`src/rtl/mseq_pkg.sv`:
```
package mseq_pkg;
  localparam int ST_W     = 6;
  localparam int OP_W     = 3;
  localparam int ZA_W     = 2;
  localparam int CW_W     = 25;
  localparam int NS_LSB   = 0;
  localparam int DP_LSB   = 6;
  localparam int DP_W     = 17;
  localparam int OPT_BIT  = 23;
  localparam int CHKZ_BIT = 24;
  localparam int N_ST     = 1 << ST_W;
  localparam int N_OP     = 1 << OP_W;
  localparam int N_Z      = 1 << ZA_W;

  typedef enum logic [1:0] {
    SRC_FIELD = 2'b00,
    SRC_DISP  = 2'b01,
    SRC_ZERO  = 2'b10,
    SRC_NONE  = 2'b11
  } nsrc_e;

  function automatic logic [N_ST*CW_W-1:0] dflt_main();
    logic [N_ST*CW_W-1:0] img;
    logic [CW_W-1:0]      w;
    img = '0;
    for (int s = 0; s < N_ST; s++) begin
      w = '0;
      w[NS_LSB +: ST_W] = ST_W'((s + 1) % N_ST);
      w[DP_LSB +: DP_W] = DP_W'(s * 1031 + 7);
      w[OPT_BIT]        = (s == 2);
      w[CHKZ_BIT]       = (s == 11);
      img[s*CW_W +: CW_W] = w;
    end
    return img;
  endfunction

  function automatic logic [N_OP*ST_W-1:0] dflt_disp();
    logic [N_OP*ST_W-1:0] img;
    for (int k = 0; k < N_OP; k++) img[k*ST_W +: ST_W] = ST_W'(4 + k);
    return img;
  endfunction

  function automatic logic [N_Z*ST_W-1:0] dflt_zero();
    logic [N_Z*ST_W-1:0] img;
    img = '0;
    img[0 +: ST_W]    = ST_W'(12);
    img[ST_W +: ST_W] = ST_W'(20);
    return img;
  endfunction
endpackage

```
`src/rtl/mseq_rom.sv`:
```
module mseq_rom #(
  parameter int DEPTH = 8,
  parameter int WIDTH = 6,
  parameter int AW    = $clog2(DEPTH),
  parameter logic [DEPTH*WIDTH-1:0] INIT = '0
) (
  input  logic [AW-1:0]    addr,
  output logic [WIDTH-1:0] data
);
  logic [WIDTH-1:0] mem [DEPTH];

  for (genvar i = 0; i < DEPTH; i++) begin : g_word
    assign mem[i] = INIT[i*WIDTH +: WIDTH];
  end

  assign data = mem[addr];
endmodule

```
`src/rtl/mseq_nsel.sv`:
```
module mseq_nsel
  import mseq_pkg::*;
(
  input  logic [ST_W-1:0] cur_state,
  input  logic [ST_W-1:0] field_state,
  input  logic [ST_W-1:0] disp_state,
  input  logic [ST_W-1:0] zero_state,
  input  logic            opt_test,
  input  logic            chk_zero,
  output logic [ST_W-1:0] nxt_state,
  output logic            conflict
);
  nsrc_e src;

  always_comb begin
    src       = nsrc_e'({chk_zero, opt_test});
    conflict  = 1'b0;
    nxt_state = field_state;
    unique case (src)
      SRC_FIELD: nxt_state = field_state;
      SRC_DISP:  nxt_state = disp_state;
      SRC_ZERO:  nxt_state = zero_state;
      SRC_NONE: begin
        nxt_state = cur_state;
        conflict  = 1'b1;
      end
      default:   nxt_state = field_state;
    endcase
  end
endmodule

```
`src/rtl/mseq_state.sv`:
```
module mseq_state
  import mseq_pkg::*;
(
  input  logic            clk,
  input  logic            rst_n,
  input  logic            step_mode,
  input  logic            step,
  input  logic [ST_W-1:0] nxt_state,
  output logic [ST_W-1:0] state_q,
  output logic            adv
);
  logic            sync1_q;
  logic            run_q;
  logic            step_d_q;
  logic            step_pulse;
  logic [ST_W-1:0] state_d;

  always_comb begin
    step_pulse = step & ~step_d_q;
    adv        = run_q & (~step_mode | step_pulse);
    state_d    = adv ? nxt_state : state_q;
  end

  always_ff @(posedge clk or negedge rst_n) begin
    if (!rst_n) begin
      sync1_q  <= 1'b0;
      run_q    <= 1'b0;
      step_d_q <= 1'b0;
      state_q  <= '0;
    end else begin
      sync1_q  <= 1'b1;
      run_q    <= sync1_q;
      step_d_q <= step;
      state_q  <= state_d;
    end
  end

  assert_release_hold_R2: assert property (@(posedge clk) disable iff (!rst_n)
    !run_q |=> $stable(state_q))
    else $error("R2 state moved before reset release completed");

  assert_step_gate_R7: assert property (@(posedge clk) disable iff (!rst_n)
    (step_mode && !(step && !step_d_q)) |=> $stable(state_q))
    else $error("R7 state moved in step mode without a step edge");
endmodule

```
`src/rtl/mseq_top.sv`:
```
module mseq_top
  import mseq_pkg::*;
#(
  parameter logic [N_ST*CW_W-1:0] MAIN_INIT = dflt_main(),
  parameter logic [N_OP*ST_W-1:0] DISP_INIT = dflt_disp(),
  parameter logic [N_Z*ST_W-1:0]  ZERO_INIT = dflt_zero()
) (
  input  logic            clk,
  input  logic            rst_n,
  input  logic            step_mode,
  input  logic            step,
  input  logic [2:0]      opcode,
  input  logic            z_flag,
  output logic [16:0]     ctrl,
  output logic            conflict_err
);
  logic [ST_W-1:0] state_q;
  logic [ST_W-1:0] nxt_state;
  logic [ST_W-1:0] disp_data;
  logic [ST_W-1:0] zero_data;
  logic [CW_W-1:0] word;
  logic [ZA_W-1:0] zaddr;
  logic            adv;
  logic            opt_test;
  logic            chk_zero;

  assign zaddr = {{(ZA_W-1){1'b0}}, z_flag};

  mseq_rom #(.DEPTH(N_ST), .WIDTH(CW_W), .INIT(MAIN_INIT)) u_main (
    .addr(state_q), .data(word));

  mseq_rom #(.DEPTH(N_OP), .WIDTH(ST_W), .INIT(DISP_INIT)) u_disp (
    .addr(opcode), .data(disp_data));

  mseq_rom #(.DEPTH(N_Z), .WIDTH(ST_W), .INIT(ZERO_INIT)) u_zero (
    .addr(zaddr), .data(zero_data));

  assign opt_test = word[OPT_BIT];
  assign chk_zero = word[CHKZ_BIT];

  mseq_nsel u_nsel (
    .cur_state  (state_q),
    .field_state(word[NS_LSB +: ST_W]),
    .disp_state (disp_data),
    .zero_state (zero_data),
    .opt_test   (opt_test),
    .chk_zero   (chk_zero),
    .nxt_state  (nxt_state),
    .conflict   (conflict_err)
  );

  mseq_state u_state (
    .clk      (clk),
    .rst_n    (rst_n),
    .step_mode(step_mode),
    .step     (step),
    .nxt_state(nxt_state),
    .state_q  (state_q),
    .adv      (adv)
  );

  assign ctrl = word[DP_LSB +: DP_W];

  assert_field_next_R3: assert property (@(posedge clk) disable iff (!rst_n)
    (adv && !opt_test && !chk_zero) |=> state_q == $past(word[NS_LSB +: ST_W]))
    else $error("R3 next-state field not loaded");

  assert_dispatch_next_R4: assert property (@(posedge clk) disable iff (!rst_n)
    (adv && opt_test && !chk_zero) |=> state_q == $past(disp_data))
    else $error("R4 dispatch entry not loaded");

  assert_zero_next_R5: assert property (@(posedge clk) disable iff (!rst_n)
    (adv && chk_zero && !opt_test) |=> state_q == $past(zero_data))
    else $error("R5 branch entry not loaded");

  assert_conflict_hold_R6: assert property (@(posedge clk) disable iff (!rst_n)
    conflict_err |=> $stable(state_q))
    else $error("R6 state moved during test conflict");
endmodule

```
`config.mk`:
```
export PLATFORM = sky130hd
export DESIGN_NAME = mseq_top
export DESIGN_NICKNAME = d
export VERILOG_FILES = /design/src/rtl/mseq_pkg.sv /design/src/rtl/mseq_rom.sv /design/src/rtl/mseq_nsel.sv /design/src/rtl/mseq_state.sv /design/src/rtl/mseq_top.sv
export SDC_FILE = /design/constraint.sdc
export NUM_CORES = 1
export LEC_CHECK = 0
export BUFFER_PORTS_ARGS = -buffer_cell sky130_fd_sc_hd__buf_2
export CORE_UTILIZATION = 55
export DETAILED_ROUTE_END_ITERATION = 10
export PLACE_DENSITY = 0.87
export REMOVE_ABC_BUFFERS = 1
export SLEW_MARGIN = 20
export SYNTH_ARGS = -nofsm -noshare
export SYNTH_HDL_FRONTEND = slang
export SYNTH_SLANG_ARGS = --single-unit
```
`constraint.sdc`:
```
create_clock -name clk -period 3.78 [get_ports clk]
set_input_delay 0.378 -clock clk [delete_from_list [all_inputs] [get_ports clk]]
set_output_delay 0.378 -clock clk [all_outputs]
set_load 0.01 [all_outputs]
```
# After elaboration in Yosys (flattened, before gate mapping)
# Memories as Yosys holds them, arrays and structs flattened.
# Cells that the tools add are included.
[classes] n_eq_ne=3 reduce_logical=2 order_cmp=3 bitwise=9 muxes=9
[op_table] operator="two-way mux 25 bit" n=2
[op_table] operator="two-way mux 6 bit" n=4
[op_table] operator="one-hot mux 6 bit (3 select lines)" n=1
[op_table] operator="binary-select mux 6 bit (select 2 bit)" n=1
[op_table] operator=">= comparator 7 bit, second input constant" n=1
[op_table] operator="NOT 6 -> 7 bit" n=1
[op_table] operator="equality test 2 bit, second input constant" n=2
[op_table] operator=">= comparator 4 bit, second input constant" n=1
[op_table] operator="NOT 3 -> 4 bit" n=1
[op_table] operator=">= comparator 3 bit, second input constant" n=1
[op_table] operator="NOT 1 bit" n=3
[op_table] operator="NOT 1 -> 3 bit" n=1
[op_table] operator="bitwise AND 1 bit" n=2
[op_table] operator="equality test 2 x 1 -> 1 bit, second input constant" n=1
[op_table] operator="zero test 2 bit" n=1
[op_table] operator="AND reduction 2 bit" n=1
[op_table] operator="two-way mux 1 bit" n=1
[op_table] operator="OR 1 bit" n=1
[word_totals] mem_bits_ro=1648 ff_bits=9 word_cells=32 out_inout_bits=18 mem_count=2
[mem_list] memory="(no name shown)" words=64 word_bits=25 read_ports=1 rd_clocked_by_memory_dff=0 write_ports=0 line="mseq_rom.sv:16" source="assign data = mem[addr];"
[mem_list] memory="(no name shown)" words=8 word_bits=6 read_ports=1 rd_clocked_by_memory_dff=0 write_ports=0 line="mseq_rom.sv:16"

# Longest topological paths before layout
# Gate-level depths: netlist of the first run.
[depth] word_depth=7 depth_mapped=9 mapped_depth_nobuf=9

# By module
# A second synthesis of the first run with hierarchy kept.
[hier_totals] hier_cells=116 area_unflattened_um2=1081.0
[by_module_without_submodules] mod="mseq_rom at u_main" instances=1 area_each_um2=509.2 seq_area_each_um2=0.0 cells_each=75
[by_module_without_submodules] mod="mseq_state" instances=1 area_each_um2=329.1 seq_area_each_um2=225.2 cells_each=18
[by_module_without_submodules] mod="mseq_nsel" instances=1 area_each_um2=153.9 seq_area_each_um2=0.0 cells_each=8
[by_module_without_submodules] mod="mseq_rom at u_disp" instances=1 area_each_um2=45.0 seq_area_each_um2=0.0 cells_each=7
[by_module_without_submodules] mod="mseq_rom at u_zero" instances=1 area_each_um2=40.0 seq_area_each_um2=0.0 cells_each=7
[by_module_without_submodules] mod="mseq_top" instances=1 area_each_um2=3.8 seq_area_each_um2=0.0 cells_each=1

# Worst setup path before layout of the first run
# OpenSTA, ideal clock, no wires.
[synth_path] path_type="reg2reg" startpoint="register u_state.state_q[0]" endpoint="register u_state.state_q[4]" synth_period_minus_slack_ns=1.998 stages_incl_launch_ff=10 t_arrival_ns=1.869 setup_time_ns=0.130 required_ns=3.650 path_buffers=1 setup_slack_ns=1.782 path_cell_list="dfrtp_1 inv_1 ha_1 and3_1 ha_1 nand2b_1 a21oi_2 buf_4 and2b_4 a31oi_1"
[synth_via] elab_chain_cells=7 word_cells_on_any_way=11
[synth_rtl] item="start: declaration" line="mseq_state.sv:9" source="output logic [ST_W-1:0] state_q,"
[synth_rtl] item="start signal: assignment" line="mseq_state.sv:34" source="state_q <= state_d;"
[synth_rtl] item="NOT 6 -> 7 bit (not written as such) *" line="mseq_rom.sv:16"
[synth_rtl] item="memory (64 x 25 bit) *"
[synth_rtl] item="two-way mux 25 bit (not written as such) * (2 in series)" line="mseq_rom.sv:16"
[synth_rtl] item="branches (longest 3 deep; another with one-hot mux 6 bit (3 select lines))"
# Mark *: on every way between the ends. The select of a mux whose other input is x is not followed.
# A chain may end at the register's enable or synchronous reset.

# Worst setup path after layout of the first run
[layout_path] startpoint="register u_state.state_q[2]" endpoint="output port ctrl[5]"
[layout_via] elab_chain_cells=4
[layout_rtl] item="NOT 6 -> 7 bit (not written as such)" line="mseq_rom.sv:16"
[layout_rtl] item="memory (64 x 25 bit)"
[layout_rtl] item="two-way mux 25 bit (not written as such) (2 in series)" line="mseq_rom.sv:16"
[layout_rtl] item="end: declaration" line="mseq_top.sv:14" source="output logic [16:0] ctrl,"
# Every way passes these cells. The select of a mux whose other input is x is not followed.

==> results of run 1 <==
==> cells by family after synthesis <==
family | after synthesis | share of synthesized area
and+or+nand+nor | 27 | 0.145
AOI/OAI and AO/OA | 33 | 0.262
adders and majority gates | 12 | 0.164
buffers and inverters | 23 | 0.136
DFF | 9 | 0.246
other | 2 | 0.00819
xor gates and xnor gates | 3 | 0.0287
muxes | 1 | 0.0109
==> layout make-up <==
type / instances / area (µm²) / share of cell area
Tap cell: 16 / 20.0 / 0.0196
Multi-Input combinational cell: 79 / 571 / 0.558
Inverter: 14 / 55.1 / 0.0539
Sequential cell: 9 / 225 / 0.220
Timing Repair Buffer: 24 / 125 / 0.122
Clock buffer: 4 / 26.3 / 0.0257
==> cell usage after synthesis <==
cell type | number | share of area
sky130_fd_sc_hd__or2_2 | 1 | 0.0068
sky130_fd_sc_hd__a2111oi_4 | 1 | 0.030
sky130_fd_sc_hd__and3_1 | 2 | 0.014
sky130_fd_sc_hd__dfrtp_1 | 9 | 0.25
sky130_fd_sc_hd__a21oi_1 | 6 | 0.033
sky130_fd_sc_hd__nand3_1 | 5 | 0.027
sky130_fd_sc_hd__inv_4 | 1 | 0.0068
sky130_fd_sc_hd__nor2b_1 | 1 | 0.0068
sky130_fd_sc_hd__o221a_2 | 1 | 0.012
sky130_fd_sc_hd__nand2b_1 | 2 | 0.014
sky130_fd_sc_hd__nor2_1 | 8 | 0.033
sky130_fd_sc_hd__o2111ai_1 | 3 | 0.029
sky130_fd_sc_hd__xor2_1 | 2 | 0.019
sky130_fd_sc_hd__o22ai_2 | 1 | 0.014
sky130_fd_sc_hd__a21oi_2 | 2 | 0.019
sky130_fd_sc_hd__a31oi_1 | 4 | 0.027
sky130_fd_sc_hd__a21o_1 | 1 | 0.0082
sky130_fd_sc_hd__buf_6 | 2 | 0.025
sky130_fd_sc_hd__a311oi_1 | 1 | 0.0096
sky130_fd_sc_hd__o21bai_1 | 1 | 0.0082
sky130_fd_sc_hd__a221oi_1 | 1 | 0.0096
sky130_fd_sc_hd__nand2_1 | 4 | 0.016
sky130_fd_sc_hd__buf_4 | 5 | 0.041
sky130_fd_sc_hd__a211oi_1 | 1 | 0.0082
sky130_fd_sc_hd__inv_1 | 13 | 0.053
sky130_fd_sc_hd__xnor2_1 | 1 | 0.0096
sky130_fd_sc_hd__and2b_4 | 1 | 0.011
sky130_fd_sc_hd__o21ai_0 | 10 | 0.055
sky130_fd_sc_hd__conb_1 | 2 | 0.0082
sky130_fd_sc_hd__nor3_1 | 3 | 0.016
sky130_fd_sc_hd__ha_1 | 12 | 0.16
sky130_fd_sc_hd__mux2i_1 | 1 | 0.011
sky130_fd_sc_hd__buf_2 | 2 | 0.011
==> timing repair <==
action | 4_1_cts | 5_1_grt
setup buffers | 0 | 0
hold endpoints to repair | 9 | 0
hold buffers | 1 | 0
==> through the flow <==
stage / total power (W) / utilization / worst slack (ps)
CTS: 0.000825 / 0.671 / 1470
floorplan: 0.000570 / - / 1640
global route: 0.000905 / 0.671 / 1300
detailed placement: 0.000749 / 0.647 / 1490
global placement: 0.000734 / 0.647 / 1630
finish: 0.000826 / 0.671 / 1450
==> critical path, cell delays in order, from the launching register on <==
cell                      delay, ps
sky130_fd_sc_hd__dfrtp_1        670
sky130_fd_sc_hd__inv_4           90
sky130_fd_sc_hd__ha_1           300
sky130_fd_sc_hd__xor2_1         140
sky130_fd_sc_hd__o21ai_0        170
sky130_fd_sc_hd__a21oi_1         70
sky130_fd_sc_hd__nor2_1         100
sky130_fd_sc_hd__buf_2          130
==> worst paths after layout <==
path | startpoint | to
max | u_state.state_q[2] | ctrl[5]
min in group asynchronous | rst_n | u_state.state_q[4]
min reg2reg | u_state.sync1_q | u_state.run_q
max reg2reg | u_state.state_q[3] | u_state.state_q[2]
min | step | u_state.step_d_q
max in group asynchronous | rst_n | u_state.state_q[1]
==> where the power goes <==
part,switching (W),internal [W]
Combinational,0.000293,0.000230
Sequential,0.000106,0.000125
Clock,0.0000322,0.0000406
Total,0.000431,0.000395
==> state kept, by name, summed over array words and instances (netlist names) <==
| register | cells |
|---|---|
| u_state.sync1_q | 1 |
| u_state.step_d_q | 1 |
| u_state.state_q | 6 |
| u_state.run_q | 1 |
==> per-layer routing <==
| metal | up-vias | GRT usage | routed length [µm] |
|---|---|---|---|
| met5 | - | 0 | 0 |
| met4 | 0 | 0.0813 | 19 |
| met3 | 4 | 0.0766 | 96 |
| met2 | 24 | 0.376 | 929 |
| met1 | 384 | 0.322 | 896 |
| li1 | 416 | - | - |
==> results.txt, run 1 <==
The flow ran to the end, and the final reports show no timing, DRC or antenna violations. The distinct cell type count of the synthesized netlist came out at 33. The most common cell after layout, fill and taps aside is sky130_fd_sc_hd__buf_2. The post-layout net count is 151. Compared with the post-synthesis result, the final layout area differs by 11.5%. The starting density of the core is 0.602.

The total global routing overflow came out at 0. Post-CTS repair changed the size of 0 cells. The horizontal extent of the die is between 40 and 50 µm.

The count of maximum capacitance violations is 0. The cell depth of the worst hold path is 1. The top cell types in the final layout, fill and taps aside, are sky130_fd_sc_hd__buf_2 (23), sky130_fd_sc_hd__inv_1 (13), sky130_fd_sc_hd__ha_1 (12). The number of instances in the synthesized netlist came out at 110. The via count of the first global-routing pass came out at between 700 and 800. The number of violations reported at the end of detailed-routing iteration 0 came out at 24. The power density over the cells is ~810 nW/µm². The maximum number of pins on one net before global-route repair came out at 19. The cell sitting at the root of the clock tree is a sky130_fd_sc_hd__clkbuf_4. The die area came out at about 1800 µm². The total number of H-tree levels is 1. The cell area that synthesis handed to floorplanning was 917 µm². The TritonCTS buffer count is 3. The instance area after placement came out at about 990 µm². The number of placement rows came out at 14. The category of the worst setup path capture point is an output pin. The clock transition at the registers of the reported paths is 60 ps. The deepest clock path buffer count is 2.

The critical path data required time is 3400 ps. The highest attainable clock frequency came out at 430 MHz. STA classifies the critical path startpoint as a register. The static leakage came out at 0.503 nW.

The wire-length estimate of the detail-placed layout is 1450 µm. The slew of the pin with the lowest slew margin came out at around 580 ps. The repair_antennas step left the layout with diodes totalling 0. In the final routed layout, each cell accounts on average for 13.3 µm.

The number of top-level design ports is 26. The per-cell via count in the routed design is ~5.7. The number of detailed-route iterations in the first pass came out at 4.

The minimum setup slack among reg-to-reg paths is 1460 ps. In the routed design, unresolved DRC markers number 0. For this run, the number of Yosys warnings is 0.

The routed wire length is roughly 1900 µm. The post-detailed-route count of antenna-violating nets came out at 0. The cell total after placement came out at 141. The number of slew-limit violations in the final report is 0. The finished cells cover 1020 µm². The post-layout instance count excluding filler cells is around 150.

The number of vias in the routed layout came out at 828. The per-instance average area after synthesis is about 8.3 µm². Dividing the final minimum period by the clock period gives 0.615.

The count of port buffers added during placement came out at 23. The tightest min-delay check is of the in -> reg type. In the final timing run, aggregate negative setup slack is 0 ps. The post-synthesis sequential area ratio is 0.246.

The height of the die came out at around 43 µm. Setup repair after global routing left no endpoint under its margin. The number of antenna violations at the first check in global routing is 0. The global placer's final weighted congestion is 0.814. The post-route worst hold slack is 244 ps. The global-route wire length before repair came out at about 3300 µm. TritonCTS built the clock tree. Across the VDD grid, the largest voltage drop is 0.442 mV. The remaining max-slew budget at the tightest pin is 0.611. Data arrives at the worst endpoint at 1950 ps. The worst reg-to-reg path cell count came out at 7. The clock period minus final worst setup slack is 2330 ps. The critical path in this run is classified as reg -> out.

The worst-path maximum fanout came out at 15. The number of endpoints with negative hold slack in the final report is 0. The standard cell core area came out at between 1500 and 2000 µm². Counting every sink on the clock net gives 9. The total routing usage reported by global routing is 0.244. The later pin in the worst-skew pair is clocked with a latency of between 200 and 300 ps. The number of synthesized register bits is 9. The clock arrives with between 0.9 and 1 ps of skew. The fraction of final layout cells with drive strength greater than 1 is 0.262. The count of fill cells added during filler insertion came out at ~120. Setup violations remaining at the end of the flow were counted as 0.
Power figures use the tool's default switching activity.
==> inputs of run 2 (changes only) <==
- ABC_AREA: unset -> 1
- CORE_UTILIZATION: 55 -> 51
- PLACE_DENSITY: 0.87 -> 0.81
- clock period: 3.78 -> 2.34 ns (I/O delays scaled with it)
==> run 2 against run 1 <==
  * Clock power up 65%
  * Largest cell class unchanged
  * Synthesized area unchanged
  * Worst setup slack worse by 1300 ps
  * First-iteration DRC count down 21%
  * Sequential share of layout area down 0.95 points
  * Clock skew up 1.3 ps
  * Combinational power up 78%
==> results.txt, run 2 <==
The top metal layer carrying routed signals is met3 (was met4). The power density over the cells was 1260 nW/µm² (was 808 nW/µm²). The count of maximum capacitance violations was 0 (unchanged). The core utilization of the finished layout came out at 0.670 (was 0.671). The most used standard cell by instance count after synthesis is sky130_fd_sc_hd__nand2_1 (was sky130_fd_sc_hd__inv_1). The fraction of post-synthesis cell area in the top cell type by area is 0.246 (unchanged).

The total met3 wirelength after detailed routing is 133 µm (was 96 µm). The post-layout instance count excluding filler cells is 185 (was 146). The largest register by flop count is u_state.state_q (unchanged). The post-synthesis sequential area ratio is 0.246 (unchanged). The number of antenna violations at the first check in global routing came out at 0 (unchanged). The largest clock skew in the final design was 2.28 ps (was 0.962 ps). The startpoint type of the worst setup path is a register (unchanged). The number of instances in the synthesized netlist was 135 (was 110).

The category of the worst setup path capture point is an output pin (unchanged). The number of top-level design ports came to 26 (unchanged). The smallest clock period supported by the final layout is computed as 2190 ps. The average wire per cell in the routed design came out at 11.3 µm (was 13.3 µm). The worst reg-to-reg path cell count is 7 (unchanged).

The height of the die is 44.4 µm (was 42.8 µm). Status: finished, final reports clean (unchanged). The worst-path maximum fanout was 16 (was 15).

The number of detailed-route iterations in the first pass is 4 (unchanged). The number of buffers and inverters on the critical path came to 3 (was 2). The minimum setup slack among reg-to-reg paths came to 300 ps (was 1460 ps).

The instance area after placement came out at 1030 µm² (was 986 µm²). The global-route wire length before repair came out at 3500 µm (was 3350 µm). The clock latency reported for the late side of the worst-skew pair came out at 260 ps (about the same). The number of endpoints with negative hold slack in the final report was 0 (unchanged).

Synth area leaders: sky130_fd_sc_hd__dfrtp_1 (25%), sky130_fd_sc_hd__ha_1 (16%), sky130_fd_sc_hd__nand2_1 (14%) (was sky130_fd_sc_hd__dfrtp_1 (25%), sky130_fd_sc_hd__ha_1 (16%), sky130_fd_sc_hd__o21ai_0 (5.5%)). Top cells by instance count after synthesis: sky130_fd_sc_hd__nand2_1 (35), sky130_fd_sc_hd__inv_1 (17), sky130_fd_sc_hd__ha_1 (12) (was sky130_fd_sc_hd__inv_1 (13), sky130_fd_sc_hd__ha_1 (12), sky130_fd_sc_hd__o21ai_0 (10)). The routed wire length came to 2090 µm (was 1940 µm).

The count of fill cells added during filler insertion is 135 (was 123). The sequential standard cell area is 225 µm² (unchanged). The post-layout net count is 182 (was 151). The number of synthesized register bits was 9 (unchanged). The kind of path behind the tightest hold check is in -> reg (unchanged). The die area came out at 1970 µm² (was 1830 µm²). The number of vias in the routed layout was 921 (was 828). The post-detailed-route count of antenna-violating nets is 0 (unchanged). The per-cell via count in the routed design came out at 4.98 (was 5.67). The cell depth of the worst setup path is 8 (was 7). The total routing usage reported by global routing came to 0.241 (was 0.244). The total chip power was 0.00135 W (was 0.000826 W). The number of setup violations in the final report was 0 (unchanged). The cell depth of the worst hold path was 1 (unchanged). The maximum number of pins on one net before global-route repair is 17 (was 19). The total global routing overflow is 0 (unchanged). The deepest clock path buffer count is 2 (unchanged). The cell total after placement is 180 (was 141). The number of flip-flops in the largest register is 6 (unchanged). The post-route cell area came to 1070 µm² (was 1020 µm²). The area added between synthesis and finish is 16.5% (was 11.5%). The standard cell core area came out at 1590 µm² (was 1520 µm²).

The per-instance average area after synthesis was 6.79 µm² (was 8.34 µm²). The count of port buffers added during placement came to 23 (unchanged). The number of warning messages in the yosys log came out at 0 (unchanged). Setup repair after global routing missed its margin: no (unchanged). The global placer's final weighted congestion is 0.894 (was 0.814). The number of placement rows is 14 (unchanged). The half-perimeter wire length after placement is 1630 µm (was 1450 µm).

The number of slew-limit violations in the final report came to 0 (unchanged). The area of the mapped netlist came out at 917 µm² (unchanged). The number of violations reported at the end of detailed-routing iteration 0 is 19 (was 24). The gate family responsible for the most delay along the worst path is flip-flops (unchanged). The critical path's slowest cell is sky130_fd_sc_hd__dfrtp_1 (unchanged). The fraction of the cycle the final worst path needs came out at 0.935. The horizontal extent of the die came out at 44.4 µm (was 42.8 µm). The final antenna diode count is 0 (unchanged). The cell accounting for the most synthesized area is sky130_fd_sc_hd__dfrtp_1 (unchanged).

The peak ir drop on the vdd network is 0.932 mV (was 0.442 mV). The share of async-settable or async-resettable flops after synthesis came to 1.00 (unchanged). The most repeated library cell on the critical path is sky130_fd_sc_hd__nand2_1. The number of enable-type register cells in the synthesized netlist was 0 (unchanged).

The total number of H-tree levels came out at 1 (unchanged). The largest stage delay on the critical path is 640 ps (was 670 ps). Commonest cells after routing, fill and taps aside: sky130_fd_sc_hd__nand2_1 (35), sky130_fd_sc_hd__buf_2 (23), sky130_fd_sc_hd__inv_1 (17) (was sky130_fd_sc_hd__buf_2 (23), sky130_fd_sc_hd__inv_1 (13), sky130_fd_sc_hd__ha_1 (12)). The fraction of final layout cells with drive strength greater than 1 came out at 0.217 (was 0.262). The static leakage is 0.591 nW (was 0.503 nW). The data arrival time of the critical path came out at 1950 ps (about the same). Based on the critical path, the design can be clocked at up to 457 MHz. The TritonCTS buffer count came out at 3 (unchanged). The most common cell after layout, fill and taps aside is sky130_fd_sc_hd__nand2_1 (was sky130_fd_sc_hd__buf_2). The buffers inserted during post-CTS setup optimization is 0 (unchanged). The critical path data required time came to 2110 ps (was 3400 ps).

The path type of the worst setup path was reg -> out (unchanged). The prevailing post-synth register cell is sky130_fd_sc_hd__dfrtp_1 (unchanged). The DRC violations left came to 0 (unchanged). The TritonCTS clock tree is built (unchanged). The clock transition at the registers of the reported paths is 60 ps (about the same). Crit-path cells: inv_2 -> ha_1 -> or2_2 -> nand2_1 -> nand3_1 -> nand2_1 -> inv_1 -> buf_2 (was inv_4 -> ha_1 -> xor2_1 -> o21ai_0 -> a21oi_1 -> nor2_1 -> buf_2).

The aggregate negative setup slack was 0 ps (unchanged). The sum of met2 wire segment lengths after detailed routing is 926 µm (was 929 µm). The starting density of the core came out at 0.575 (was 0.602). The distinct cell type count of the synthesized netlist came out at 21 (was 33).

The combined area of the multi-input logic cells is 576 µm² (was 571 µm²). The clock root buffer master was sky130_fd_sc_hd__clkbuf_4 (unchanged). The met1 wire length came to 1030 µm (was 896 µm). The via count of the first global-routing pass is 788 (was 754). The number of sinks handled by clock tree synthesis is 9 (unchanged).
## run 2: per-stage QoR
stage               hold slack (ps)  setup slack [ps]
finish                         89.9               152
global route                   74.1              24.2
CTS                            85.5               157
detailed placement             93.8               332
global placement               92.0               377
floorplan                     -61.6               488
## run 2: where the power goes
part	internal, W	leakage (nW)	switching (W)
clock network	0.0000657	0.0150	0.0000540
registers	0.000200	0.103	0.0000981
logic	0.000369	0.473	0.000564
## run 2: logic make-up (layout without fill, tap and decap cells)
logic type | after synthesis | after routing | share of synthesized area
fa+ha+maj | 12 | 12 | 0.164
simple gates | 62 | 62 | 0.285
flops | 9 | 9 | 0.246
other cells | 2 | 3 | 0.00819
compound gates | 25 | 25 | 0.157
buf+inv | 24 | 49 | 0.131
xor+xnor | 1 | 1 | 0.00955
## run 2: layout make-up
| type | instances | share of cell area |
|---|---|---|
| sequential | 9 | 0.211 |
| timing repair buffer | 26 | 0.131 |
| inverter | 19 | 0.0667 |
| clock buffer | 4 | 0.0246 |
| multi-input combinational | 103 | 0.539 |
| tap | 24 | 0.0281 |
## run 2: worst paths after layout
| check | endpoint | start |
|---|---|---|
| min | u_state.step_d_q | step |
| max in group asynchronous | u_state.step_d_q | rst_n |
| max | ctrl[4] | u_state.state_q[2] |
| min reg2reg | u_state.run_q | u_state.sync1_q |
| max reg2reg | u_state.state_q[1] | u_state.state_q[2] |
| min in group asynchronous | u_state.sync1_q | rst_n |
## run 2: what timing repair did
action | 4_1_cts | 5_1_grt
hold buffers | 1 | 0
endpoints found under the hold margin | 9 | 0
gates resized for setup | 0 | 0
## run 2: routing by layer
layer  up-vias  track usage
met5         -            0
met4         0       0.0182
met3         0       0.0776
met2        37        0.379
met1       405        0.338
li1        479            -
==> inputs of run 3 (changes only) <==
- PLACE_DENSITY: 0.81 -> 0.9
==> run 3 against run 2 <==
  * Clock skew about the same
  * Critical path depth unchanged
  * Cell count decreased by 0.54%
  * Wire length increased by 8.9%
  * Fmax rose by 4.4%
  * Worst setup slack improved by 92 ps
  * Die area did not move
  * Combinational power shrank 2%
  * Sequential power grew 9.1%
  * Worst hold slack got worse by 4.3 ps
  * Critical path type unchanged
==> results.txt, run 3 (same netlist as run 2, synthesis figures left out) <==
The number of vias in the routed layout came out at 970 (was 921). The maximum number of pins on one net before global-route repair came out at 17 (unchanged). The area added between synthesis and finish came out at 16.1% (was 16.5%). The number of setup violations in the final report came out at 0 (unchanged). The startpoint of the most critical hold path is step (unchanged).

The via count of the first global-routing pass is 875 (was 788). The half-perimeter wire length after placement is 1740 µm (was 1630 µm). The global routing usage on met3 came to 0.0612 (was 0.0776). The critical path's slowest cell is sky130_fd_sc_hd__dfrtp_1 (unchanged).

The total chip power came out at 0.00136 W (was 0.00135 W). The horizontal extent of the die is 44.4 µm (unchanged). The most common cell after layout, fill and taps aside is sky130_fd_sc_hd__nand2_1 (unchanged). The final antenna diode count is 0 (unchanged). The most heavily used metal layer in global routing is met2 (unchanged). The post-route cell area is 1060 µm² (was 1070 µm²). The worst setup path startpoint is u_state.state_q[1] (was u_state.state_q[2]).

The aggregate negative setup slack is 0 ps (unchanged). The largest clock skew in the final design came out at 2.39 ps (was 2.28 ps). The clock root buffer master is sky130_fd_sc_hd__clkbuf_4 (unchanged).

The fraction of the cycle the final worst path needs came out at 0.896 (was 0.935). The worst-path maximum fanout is 9 (was 16). The clock network power share came out at 0.091 (was 0.089).

The clock transition at the registers of the reported paths is 60 ps (about the same). The kind of path behind the tightest hold check was in -> reg (unchanged). The deepest clock path buffer count came out at 2 (unchanged).

The clock period minus final worst setup slack came out at 2100 ps (was 2190 ps). The height of the die came out at 44.4 µm (unchanged). Status: finished, final reports clean (unchanged). The path type of the worst setup path was reg -> out (unchanged).

The clock latency reported for the late side of the worst-skew pair is 260 ps (about the same). The category of the worst setup path capture point is an output pin (unchanged). The number of violations reported at the end of detailed-routing iteration 0 is 51 (was 19).

The instance area after placement is 1020 µm² (was 1030 µm²). The count of maximum capacitance violations is 0 (unchanged). The global routing met1 resource utilization is 0.343 (was 0.338). The total routing usage reported by global routing is 0.264 (was 0.241). The per-cell via count in the routed design is 5.27 (was 4.98). The final worst slack is 244 ps (was 152 ps). The switching part of the total came to 0.540 (was 0.530). Commonest cells after routing, fill and taps aside: sky130_fd_sc_hd__nand2_1 (35), sky130_fd_sc_hd__buf_2 (23), sky130_fd_sc_hd__inv_1 (17) (unchanged). The total global routing overflow was 0 (unchanged). The highest attainable clock frequency is 477 MHz (was 457 MHz). The largest stage delay on the critical path was 480 ps (was 640 ps). The number of flip-flops in the largest register came out at 6 (unchanged).

The average wire per cell in the routed design came out at 12.4 µm (was 11.3 µm). The power share of the sequential group came out at 0.239 (was 0.221). The total number of H-tree levels is 1 (unchanged). The post-layout instance count excluding filler cells is 184 (was 185).

The buffers inserted during post-CTS setup optimization is 0 (unchanged). The power density over the cells is 1280 nW/µm² (was 1260 nW/µm²). The data arrival time of the critical path came out at 1860 ps (was 1950 ps). The number of detailed-route iterations in the first pass was 5 (was 4). The global routing usage on met2 was 0.447 (was 0.379). The global placer's final weighted congestion came out at 0.861 (was 0.894).

The startpoint type of the worst setup path is a register (unchanged). The routed wire length came to 2270 µm (was 2090 µm). The largest register by flop count was u_state.state_q (unchanged). The critical path data required time is 2110 ps (about the same). The starting density of the core came out at 0.575 (unchanged). The number of placement rows came out at 14 (unchanged). The switching power summed over all nets was 0.000736 W (was 0.000716 W). The count of port buffers added during placement is 23 (unchanged).

The TritonCTS clock tree is built (unchanged). The worst slack after detailed placement is 337 ps (was 332 ps). The number of top-level design ports came out at 26 (unchanged). The number of endpoints with negative hold slack in the final report was 0 (unchanged). The die area came out at 1970 µm² (unchanged). Setup repair after global routing missed its margin: no (unchanged). The number of sinks handled by clock tree synthesis came out at 9 (unchanged). The cell total after placement is 179 (was 180). The number of antenna violations at the first check in global routing came out at 0 (unchanged). The fraction of final layout cells with drive strength greater than 1 was 0.225 (was 0.217).

The post-detailed-route count of antenna-violating nets is 0 (unchanged). The part of the total power dissipated in combinational logic came to 0.671 (was 0.690). Crit-path cells: inv_1 -> ha_1 -> or2_2 -> nand2_1 -> nand3_1 -> nand2_1 -> inv_1 -> buf_2 (was inv_2 -> ha_1 -> or2_2 -> nand2_1 -> nand3_1 -> nand2_1 -> inv_1 -> buf_2). The static leakage came out at 0.585 nW (was 0.591 nW). The standard cell core area is 1590 µm² (unchanged).

The post-layout net count is 181 (was 182). The internal portion of total power is 0.000627 W (was 0.000635 W). The global-route wire length before repair is 3860 µm (was 3500 µm). The number of slew-limit violations in the final report is 0 (unchanged).

The DRC violations left came out at 0 (unchanged). The TritonCTS buffer count is 3 (unchanged). The peak ir drop on the vdd network is 0.899 mV (was 0.932 mV). The launch instance of the worst register-to-register path was u_state.state_q[0] (was u_state.state_q[2]).
## run 3: cell types whose count changed in the layout (fill, tap and decap cells not counted)
cell | previous run | this run
sky130_fd_sc_hd__dfrtp_2 | 0 | 1
sky130_fd_sc_hd__nor2_2 | 0 | 1
sky130_fd_sc_hd__nor2_1 | 10 | 9
sky130_fd_sc_hd__dfrtp_1 | 9 | 8
sky130_fd_sc_hd__buf_4 | 2 | 1
## run 3: worst paths after layout
| check | slack, ps | cells past startpoint | endpoint |
|---|---|---|---|
| setup / recovery | 240 | 8 | ctrl[4] |
| hold / removal | 90 | 1 | u_state.step_d_q |
| setup reg to reg | 320 | 10 | u_state.state_q[3] |
| hold reg to reg | 360 | 0 | u_state.run_q |
| max in group asynchronous | 1790 | 2 | u_state.state_q[2] |
| min in group asynchronous | 350 | 2 | u_state.state_q[5] |
## run 3: cell type report
type / count / area (µm²)
Timing Repair Buffer: 25 / 133
Tap cell: 24 / 30.0
Inverter: 19 / 71.3
Clock buffer: 4 / 26.3
Multi-Input combinational cell: 103 / 578
Fill cell: 131 / 529
Sequential cell: 9 / 226
## run 3: power groups by stage
| stage | logic (W) | registers (W) | clock network (W) |
|---|---|---|---|
| after floorplan | 0.000562 | 0.000327 | 0 |
| after global placement | 0.000869 | 0.000312 | 0 |
| after detailed placement | 0.000890 | 0.000316 | 0 |
| after CTS | 0.000895 | 0.000314 | 0.000126 |
| after global routing | 0.00100 | 0.000342 | 0.000130 |
| final | 0.000914 | 0.000325 | 0.000123 |
## run 3: worst max-delay path: cells and delay by family, from the launching register on
kind,cells,cell delay [ps]
buf+inv,3,320
fa+ha+maj,1,260
simple gates,4,550
flops,1,480
## run 3: layer usage
metal | wire [µm] | share of wire
met1 | 973 | 0.43
met2 | 1090 | 0.48
met3 | 157 | 0.069
met4 | 54 | 0.024
met5 | 0 | 0
## run 3: repair_timing
| item | CTS | global route |
|---|---|---|
| gates resized for setup | 0 | 2 |
| hold buffers | 1 | 0 |
| hold endpoints to repair | 9 | 0 |
| setup endpoints to repair | 0 | 1 |
## run 3: per-stage QoR
stage	hold WS (ps)	util
finish	85.5	0.668
global route	84.6	0.668
CTS	84.9	0.666
detailed placement	102	0.643
global placement	93.3	0.643
floorplan	-61.6	-
